**config.mk**
```make
export PLATFORM = sky130hd
export DESIGN_NAME = uart_ctl_irq
export DESIGN_NICKNAME = d
export VERILOG_FILES = /design/src/rtl/uart_ctl_irq.sv
export SDC_FILE = /design/constraint.sdc
export NUM_CORES = 1
export LEC_CHECK = 0
export BUFFER_PORTS_ARGS = -buffer_cell sky130_fd_sc_hd__clkbuf_2
export CORE_ASPECT_RATIO = 1.2
export CORE_MARGIN = 2
export CORE_UTILIZATION = 36
export CTS_CLUSTER_DIAMETER = 50
export CTS_CLUSTER_SIZE = 16
export DETAILED_ROUTE_END_ITERATION = 8
export PLACE_DENSITY_LB_ADDON = 0.05
export REMOVE_ABC_BUFFERS = 1
export SLEW_MARGIN = 30
export SYNTH_ARGS = -nofsm -noshare
export SYNTH_HDL_FRONTEND = slang
export SYNTH_SLANG_ARGS = --single-unit
```
**constraint.sdc**
```tcl
create_clock -name clk -period 1.17 [get_ports clk]
set_input_delay 0.117 -clock clk [delete_from_list [all_inputs] [get_ports clk]]
set_output_delay 0.117 -clock clk [all_outputs]
set_load 0.005 [all_outputs]
```
**src/rtl/uart_ctl_irq.sv**
```systemverilog
module uart_ctl_irq #(
  parameter int ADDR_W = 8
) (
  input  logic              clk,
  input  logic              rst_n,
  input  logic [ADDR_W-1:0] bus_addr,
  input  logic              bus_we,
  input  logic [31:0]       bus_wdata,
  output logic [31:0]       bus_rdata,
  input  logic              rx_valid_ev,
  input  logic              rx_ovf_ev,
  input  logic              tx_done_ev,
  input  logic              tx_buf_lvl,
  input  logic              tx_idle,
  input  logic              rx_has_data,
  output logic              rx_en,
  output logic              tx_en,
  output logic              sync_mode,
  output logic              lvl_sel,
  output logic              irq_rx,
  output logic              irq_tx
);
  localparam logic [ADDR_W-1:0] OFS_CTRL = ADDR_W'('h00);
  localparam logic [ADDR_W-1:0] OFS_CMD  = ADDR_W'('h0C);
  localparam logic [ADDR_W-1:0] OFS_STAT = ADDR_W'('h10);
  localparam logic [ADDR_W-1:0] OFS_FLAG = ADDR_W'('h40);
  localparam logic [ADDR_W-1:0] OFS_SET  = ADDR_W'('h44);
  localparam logic [ADDR_W-1:0] OFS_CLR  = ADDR_W'('h48);
  localparam logic [ADDR_W-1:0] OFS_MASK = ADDR_W'('h4C);
  localparam logic [4:0] FLAG_BITS   = 5'b10111;
  localparam logic [4:0] STICKY_BITS = 5'b10101;

  logic [4:0] flag, ien, hw_ev, sw_set, sw_clr, sticky_nxt;

  wire wr_ctrl = bus_we && bus_addr == OFS_CTRL;
  wire wr_cmd  = bus_we && bus_addr == OFS_CMD;
  wire wr_set  = bus_we && bus_addr == OFS_SET;
  wire wr_clr  = bus_we && bus_addr == OFS_CLR;
  wire wr_mask = bus_we && bus_addr == OFS_MASK;

  assign hw_ev      = {rx_ovf_ev, 1'b0, rx_valid_ev, 1'b0, tx_done_ev};
  assign sw_set     = wr_set ? bus_wdata[4:0] & STICKY_BITS : 5'b0;
  assign sw_clr     = wr_clr ? bus_wdata[4:0] & STICKY_BITS : 5'b0;
  assign sticky_nxt = (flag | hw_ev | sw_set) & ~(sw_clr & ~hw_ev) & STICKY_BITS;

  always_ff @(posedge clk or negedge rst_n) begin
    if (!rst_n) begin
      flag      <= '0;
      ien       <= '0;
      rx_en     <= 1'b0;
      tx_en     <= 1'b0;
      sync_mode <= 1'b0;
      lvl_sel   <= 1'b0;
    end else begin
      flag <= sticky_nxt | {3'b0, tx_buf_lvl, 1'b0};
      if (wr_mask) ien <= bus_wdata[4:0] & FLAG_BITS;
      if (wr_ctrl) begin
        sync_mode <= bus_wdata[0];
        lvl_sel   <= bus_wdata[12];
      end
      if (wr_cmd) begin
        if (bus_wdata[1])      rx_en <= 1'b0;
        else if (bus_wdata[0]) rx_en <= 1'b1;
        if (bus_wdata[3])      tx_en <= 1'b0;
        else if (bus_wdata[2]) tx_en <= 1'b1;
      end
    end
  end

  always_comb begin
    bus_rdata = '0;
    unique case (bus_addr)
      OFS_CTRL: begin
        bus_rdata[0]  = sync_mode;
        bus_rdata[12] = lvl_sel;
      end
      OFS_STAT: begin
        bus_rdata[0] = rx_en;
        bus_rdata[1] = tx_en;
        bus_rdata[5] = tx_idle;
        bus_rdata[6] = tx_buf_lvl;
        bus_rdata[7] = rx_has_data;
      end
      OFS_FLAG: bus_rdata[4:0] = flag;
      OFS_MASK: bus_rdata[4:0] = ien;
      default:  bus_rdata = '0;
    endcase
  end

  wire [4:0] live = flag & ien;
  assign irq_rx = live[2] | live[4];
  assign irq_tx = live[0] | live[1];
endmodule

```
==> results by stage, run 1 <==
Synthesis:
- In this run, distinct cell masters in the synthesized netlist total 26.
- The combined area of all synthesized cells is slightly above 900 µm².
- The cell type with the highest aggregate area in the netlist is dfrtp_1.
- The cell count after synthesis came out at 84.
- Yosys attributes the largest share of cell area to dfrtp_1 33%, buf_4 20%, mux2_4 6.5%.
- The share of synthesized area in the top cell type comes to 0.327.
- The per-instance average area after synthesis is 10.9 µm².
- For this run, the number of Yosys warnings is 0.
- The synthesis-stage register bit count is 12.
- The part of the Yosys area used for sequential elements is 0.327.

Placement:
- The count of buffers inserted at the top-level ports is 36.
- The number of instances in the placed design is about 170.
- Detailed placement ended at an HPWL of 1660 µm.
- The total cell area at the placement stage is 0.00115 mm².
- Routability-driven placement finished with a final weighted congestion of roughly 0.77.

Floorplanning:
- The number of top-level pins is 87.
- The effective utilization at floorplan is 0.370.
- The area of the core is roughly 0.0025 mm².
- The die span in x is roughly 50 µm.
- The die height is between 50 and 60 µm.
- In this run the core area contains 20 standard-cell rows.
- The die area is roughly 0.003 mm².

Timing:
- Setup repair after global routing could not meet its margin everywhere.
- In the post-route analysis, the smallest setup slack over all paths is -0.243 ns.
- The final-layout setup total negative slack is -0.560 ns.
- The final hold violation count is 0.
- Static timing analysis puts the maximum clock frequency at approximately 710 MHz.
- Setup violations remaining at the end of the flow were counted as 5.
- The number of pins with negative max-slew slack in the final report is 0.
- The clock arrives with 0 ns of skew.
- In the finished design, the share of the clock period the worst path needs comes to 1.21.
- The minimum clock period is 1.41 ns.

Power:
- The switching share of power is 0.260.
- In this run the power density over the cells is 744 mW/mm².
- The part of the power in registers is 0.444.
- Of the total power, the clock network draws 0.338.
- The combinational group share of total power is 0.217.
- The worst-case IR drop observed on VDD is between 400 and 500 µV.
- Cell internal power was estimated by the tool at roughly 730 µW.
- The net switching power of the design is approximately 260 µW.
- In this run the static leakage power is 0.705 nW.

CTS:
- The number of CTS-inserted buffers is 3.
- After clock tree synthesis, the clock-pin slew on the worst setup and hold paths is ~0.08 ns.
- CTS built an H-tree with a depth of 1.
- The later-pin clock latency in the skew report is between 0.2 and 0.3 ns.
- The total clock sinks is 12.
- The cell at the root of the clock tree is clkbuf_4.
- The CTS tree is yes.
- The clock passes through at most 2 buffers.

Route:
- The via count of the routed design is roughly 840.
- After detailed routing, the average wire length per cell comes to roughly 12 µm.
- The remaining number of nets flagged by the antenna check after routing is 0.
- The number of detailed-routing iterations run before antenna repair is 4.
- The number of vias per cell after detailed routing is around 4.7.
- The routed wire length is ~2200 µm.
- For this block, the initial DRC count from the detailed router was 9.
- In the routed design, unresolved DRC markers number 0.

Worst setup path:
- Traced cell by cell, the critical path runs through a22o_1, a221o_1, clkbuf_2.
- The cell at the slowest stage of the critical path is dfrtp_1.
- In this design, the stage delay of the slowest critical-path cell is approximately 0.38 ns.
- The maximum net fanout on the critical path is 2.
- Data arrives at the worst endpoint at roughly 1.3 ns.
- The critical path is of the reg2out type.
- The required time at the endpoint of the critical path is between 1 and 1.5 ns.
- The startpoint type of the worst setup path is a flop.
- The number of buffers and inverters on the critical path is 1.
- In this design, the largest share of critical-path delay is due to compound AO/OA/AOI/OAI gates.
- The critical path endpoint category is a primary output.

Finish:
- The final non-filler cell area is 0.00133 mm².
- Leaving out filler cells and counting taps, the final layout contains around 180.
- For this run, the share of the core covered by cells in the final layout is 0.537.
- The final antenna diode count is 0.
- After the last flow step, the layout net total stands at 195.
- The area growth from synthesis to layout is 45.2%.
- The fraction of final layout cells sized beyond drive strength 1 is 0.517.

GRT:
- Global routing finished with a remaining overflow of 0.
- The wire length of the first global-routing pass is 3310 µm.
- Entering global routing, the biggest net connects 13 pins.
- Across every metal layer, demand over resource in global routing totals 0.148.
- The number of antenna violations at the first check in global routing is 0.
- The via count of the first global-routing pass was 785.

Outcome:
- The final reports fail on negative setup slack.
- The flow ran to the end, but the final reports show violations.

Worst hold path:
- The tightest min-delay check is of the in2reg type.

Run:
- The max-capacitance violation count is 0.
==> logic make-up after synthesis <==
logic type             count (synthesis)  share of synthesized area
buffers and inverters                 27                      0.211
AND/OR/NAND/NOR                       21                      0.207
AO/OA/AOI/OAI                         17                      0.160
flip-flops                            12                      0.327
multiplexers                           6                     0.0900
other                                  1                    0.00409
==> power by group through the flow <==
stage	clock network (mW)	logic, mW	registers, mW
6_report	0.335	0.215	0.440
5_1_grt	0.355	0.238	0.442
4_1_cts	0.342	0.205	0.440
3_5_place_dp	0	0.177	0.449
3_3_place_gp	0	0.175	0.449
2_1_floorplan	0	0.0593	0.447
==> final cells by class <==
| type | count | area, µm² |
|---|---|---|
| clock buffer | 4 | 36.3 |
| fill | 251 | 1150 |
| multi-input combinational | 68 | 537 |
| sequential | 12 | 300 |
| tap | 33 | 41.3 |
| timing repair buffer | 61 | 417 |
==> metrics by stage <==
step / hold slack [ns] / power (mW) / setup slack (ns)
after CTS: 0.0112 / 0.987 / -0.259
after floorplan: -0.179 / 0.506 / -0.423
after detailed placement: 0.0220 / 0.625 / -0.134
after global routing: 0.0151 / 1.04 / -0.290
final: 0.0108 / 0.990 / -0.243
after global placement: 0.0317 / 0.624 / -0.157
==> layout by cell type, fill, tap and decap left out, types with 3 or more instances in the layout <==
cell / n
buf_6: 3
conb_1: 24
clkbuf_8: 3
nand4_1: 3
clkbuf_4: 3
a21o_1: 3
dlygate4sd3_1: 3
a22o_1: 3
and2_1: 3
clkbuf_2: 32
mux2_4: 4
buf_4: 20
dfrtp_1: 12
a41o_1: 3
and3_1: 4
==> timing repair <==
action | 4_1_cts | 5_1_grt
pin swaps | 6 | 4
endpoints found under the setup margin | 8 | 8
resized for setup | 10 | 5
endpoints found under the hold margin | 14 | 0
buffers inserted | 3 | 3
hold buffers | 3 | 0
==> synth_stat cells, drive strengths merged <==
cell type	number
a21o	3
nor4	2
nor4b	3
and4b	1
a21oi	2
nor4bb	1
nand3	2
and2	4
clkbuf	1
buf	26
a32o	2
and3	4
a22o	3
a41oi	2
a221o	2
nor2	1
conb	1
mux2	6
a41o	3
nand4	3
dfrtp	12
==> final timing paths <==
kind,slack (ns),endpoint,startpoint,cells past startpoint
hold / removal,0.01,flag[2],rx_valid_ev,2
setup reg to reg,0.09,flag[0],flag[0],4
max in group asynchronous,0.68,tx_en,rst_n,2
min in group asynchronous,0.25,flag[4],rst_n,2
setup / recovery,-0.24,bus_rdata[0],flag[0],3
hold reg to reg,0.53,lvl_sel,lvl_sel,1
==> registers in the layout (all words and copies together), names as in the netlist <==
| register | cells |
|---|---|
| flag | 4 |
| ien | 4 |
| lvl_sel | 1 |
| rx_en | 1 |
| sync_mode | 1 |
| tx_en | 1 |
==> per-layer routing <==
metal	wire length, µm	up-vias	global-route usage
met5	0	-	0
met4	33	0	0.0595
met3	113	5	0.0354
met2	1170	30	0.256
met1	855	408	0.175
li1	-	399	-
No activity file was read; power rests on OpenSTA's default activity.
==> inputs of run 2 (changes only) <==
Settings changed: CTS_CLUSTER_DIAMETER 50 to 30, MAX_ROUTING_LAYER set to met4.
==> run 2 against run 1 <==
  * The flow still finishes with violations (negative setup slack)
  * Clock power about the same
  * Combinational power about the same
  * Critical path depth unchanged
  * Maximum frequency unchanged
  * Largest power group unchanged
  * Critical endpoint unchanged
  * Die area unchanged
  * Worst setup slack unchanged
  * Sequential power about the same
  * Cell count unchanged
  * Hold slack about the same
  * Sequential share of layout area unchanged
  * Core utilization unchanged
==> results by stage, run 2 (synthesized netlist as in run 1, its figures left out) <==
Outcome:
- The flow ran to the end, but the final reports show violations.
- The checks that failed: negative setup slack.

GRT:
- The number of antenna violations at the first check in global routing came to 0.
- After global routing the overflow that remains totals 0.
- The total track usage is 0.152.
- The wire length of the first global-routing pass is 3310 µm.
- The maximum number of pins on one net before global-route repair is 13.
- The via count of the first global-routing pass is 785.

Finish:
- After the flow finishes, the layout carries non-filler instances totaling about 180.
- The final antenna diode count is 0.
- Leaving out fill and tap cells, the most frequent cells in the layout are 32 x clkbuf_2, 24 x conb_1, 20 x buf_4.
- Leaving out fill and tap cells, the most frequent cell in the layout is clkbuf_2.
- In the final layout, the registers with the most flip-flops are flag x4, ien x4.
- In the final layout, the share of cells above drive strength 1 is 0.517.
- The layout overhead on the synthesized area is 45.2%.
- At the end of the flow the core is filled with cells to 0.537.
- The final layout net count is around 200.
- The finished cells cover 0.00133 mm².

Route:
- The first detailed-routing pass took 4 iterations.
- The final routed wire length divided by cell count is 12.2 µm.
- The routed design has approximately 2200 µm of wire.
- The number of DRC markers in iteration 0 is 9.
- Dividing the detail-routed via count by the number of cells gives 4.73.
- The remaining number of nets flagged by the antenna check after routing is 0.
- The via count of the routed design is around 840.
- In the routed design, unresolved DRC markers number 0.

CTS:
- The clock drives 12 sinks.
- Clock-pin slew was measured on the worst setup and hold paths at 0.08 ns.
- The cell at the root of the clock tree is clkbuf_4.
- In this run the number of H-tree levels came out at 1.
- Clock latency on the worst-skew pair, taken at its later pin, is 0.28 ns.
- The CTS tree is yes.
- The number of CTS-inserted buffers is 3.
- The clock passes through at most 2 buffers.

Placement:
- In this run, placement finished with an instance count of 165.
- The total cell area at the placement stage is 0.00115 mm².
- The congestion estimate from routability-driven global placement came to around 0.78.
- The wire-length estimate of the detail-placed layout is 1660 µm.
- The count of buffers inserted at the top-level ports is 36.

Floorplanning:
- The die height is about 59 µm.
- Row generation in the floorplan step produced 20 rows.
- The die area is approximately 0.0030 mm².
- For this configuration, the core starts out at a cell density of 0.370.
- In this run the standard cell core region covers 0.00248 mm².
- The number of top-level pins is 87.
- The die is ~50 µm wide.

Timing:
- The final-layout setup total negative slack is -0.560 ns.
- The final hold violation count is 0.
- The smallest clock period supported by the final layout is computed as 1.41 ns.
- The setup skew after layout is 0 ns.
- The number of pins with negative max-slew slack in the final report is 0.
- Dividing the final minimum period by the clock period gives 1.21.
- The minimum setup slack in the final design is -0.243 ns.
- The fmax is between 700 and 800 MHz.
- Setup repair after global routing could not meet its margin everywhere.
- Setup violations remaining at the end of the flow were counted as 5.

Worst setup path:
- The data arrival time at the worst-slack endpoint is 1.30 ns.
- The largest stage delay on the critical path is between 0.3 and 0.4 ns.
- The slowest stage of the critical path belongs to the cell dfrtp_1.
- The critical path goes through a22o_1, a221o_1, clkbuf_2.
- The required time at the endpoint of the critical path is 1.05 ns.
- The critical path endpoint category is a primary output.
- The startpoint type of the worst setup path is a flop.
- Of all nets on the critical path, the largest fanout is 2.
- The path type of the worst setup path is reg2out.

Run:
- The max-capacitance violation count is 0.

Power:
- Across the VDD grid, the largest voltage drop is 441 µV.
- The leakage power total is roughly 0.71 nW.
- After layout, the design draws a total of 990 µW.
- In this run the power density over the cells is ~740 mW/mm².

Worst hold path:
- The path class of the tightest hold or removal check is in2reg.
==> run 2: cell type report <==
type / count / area, µm²
tap: 33 / 41.3
fill: 251 / 1150
clock buffer: 4 / 36.3
sequential: 12 / 300
multi-input combinational: 68 / 537
timing repair buffer: 61 / 417
==> run 2: path summary, 6_finish.rpt <==
path / startpoint / depth (start not counted) / endpoint / slack (ns)
max: flag[0] / 3 / bus_rdata[0] / -0.24
min reg2reg: lvl_sel / 1 / lvl_sel / 0.53
max in group asynchronous: rst_n / 2 / tx_en / 0.68
min: rx_valid_ev / 2 / flag[2] / 0.01
min in group asynchronous: rst_n / 2 / flag[4] / 0.25
max reg2reg: flag[0] / 4 / flag[0] / 0.09
==> run 2: power by group <==
part	internal [mW]	switching (mW)
sequential	0.429	0.0104
clock	0.189	0.145
combinational	0.114	0.101
total	0.733	0.257
==> run 2: worst max-delay path: cells and delay by family (launching register included) <==
family | cells | cell delay, ns
flip-flops | 1 | 0.38
AO/OA/AOI/OAI | 2 | 0.52
buffers and inverters | 1 | 0.11
==> run 2: metal layers <==
metal / share of wire / track usage / up-vias
met5: 0 / - / -
met1: 0.40 / 0.177 / 408
met3: 0.049 / 0.0328 / 5
met4: 0.015 / 0.0595 / 0
li1: - / - / 399
met2: 0.54 / 0.256 / 30
==> run 2: timing repair <==
action / CTS / global route
gates cloned: 0 / 0
pin swaps: 6 / 4
setup buffers: 3 / 3
hold buffers: 3 / 0
hold endpoints to repair: 14 / 0
resized for setup: 10 / 5
setup endpoints to repair: 8 / 8
==> run 2: per-stage QoR <==
stage	hold WS, ns	setup slack [ns]
6_report	0.0108	-0.243
3_5_place_dp	0.0220	-0.134
2_1_floorplan	-0.179	-0.423
4_1_cts	0.0112	-0.259
5_1_grt	0.0151	-0.290
3_3_place_gp	0.0317	-0.157
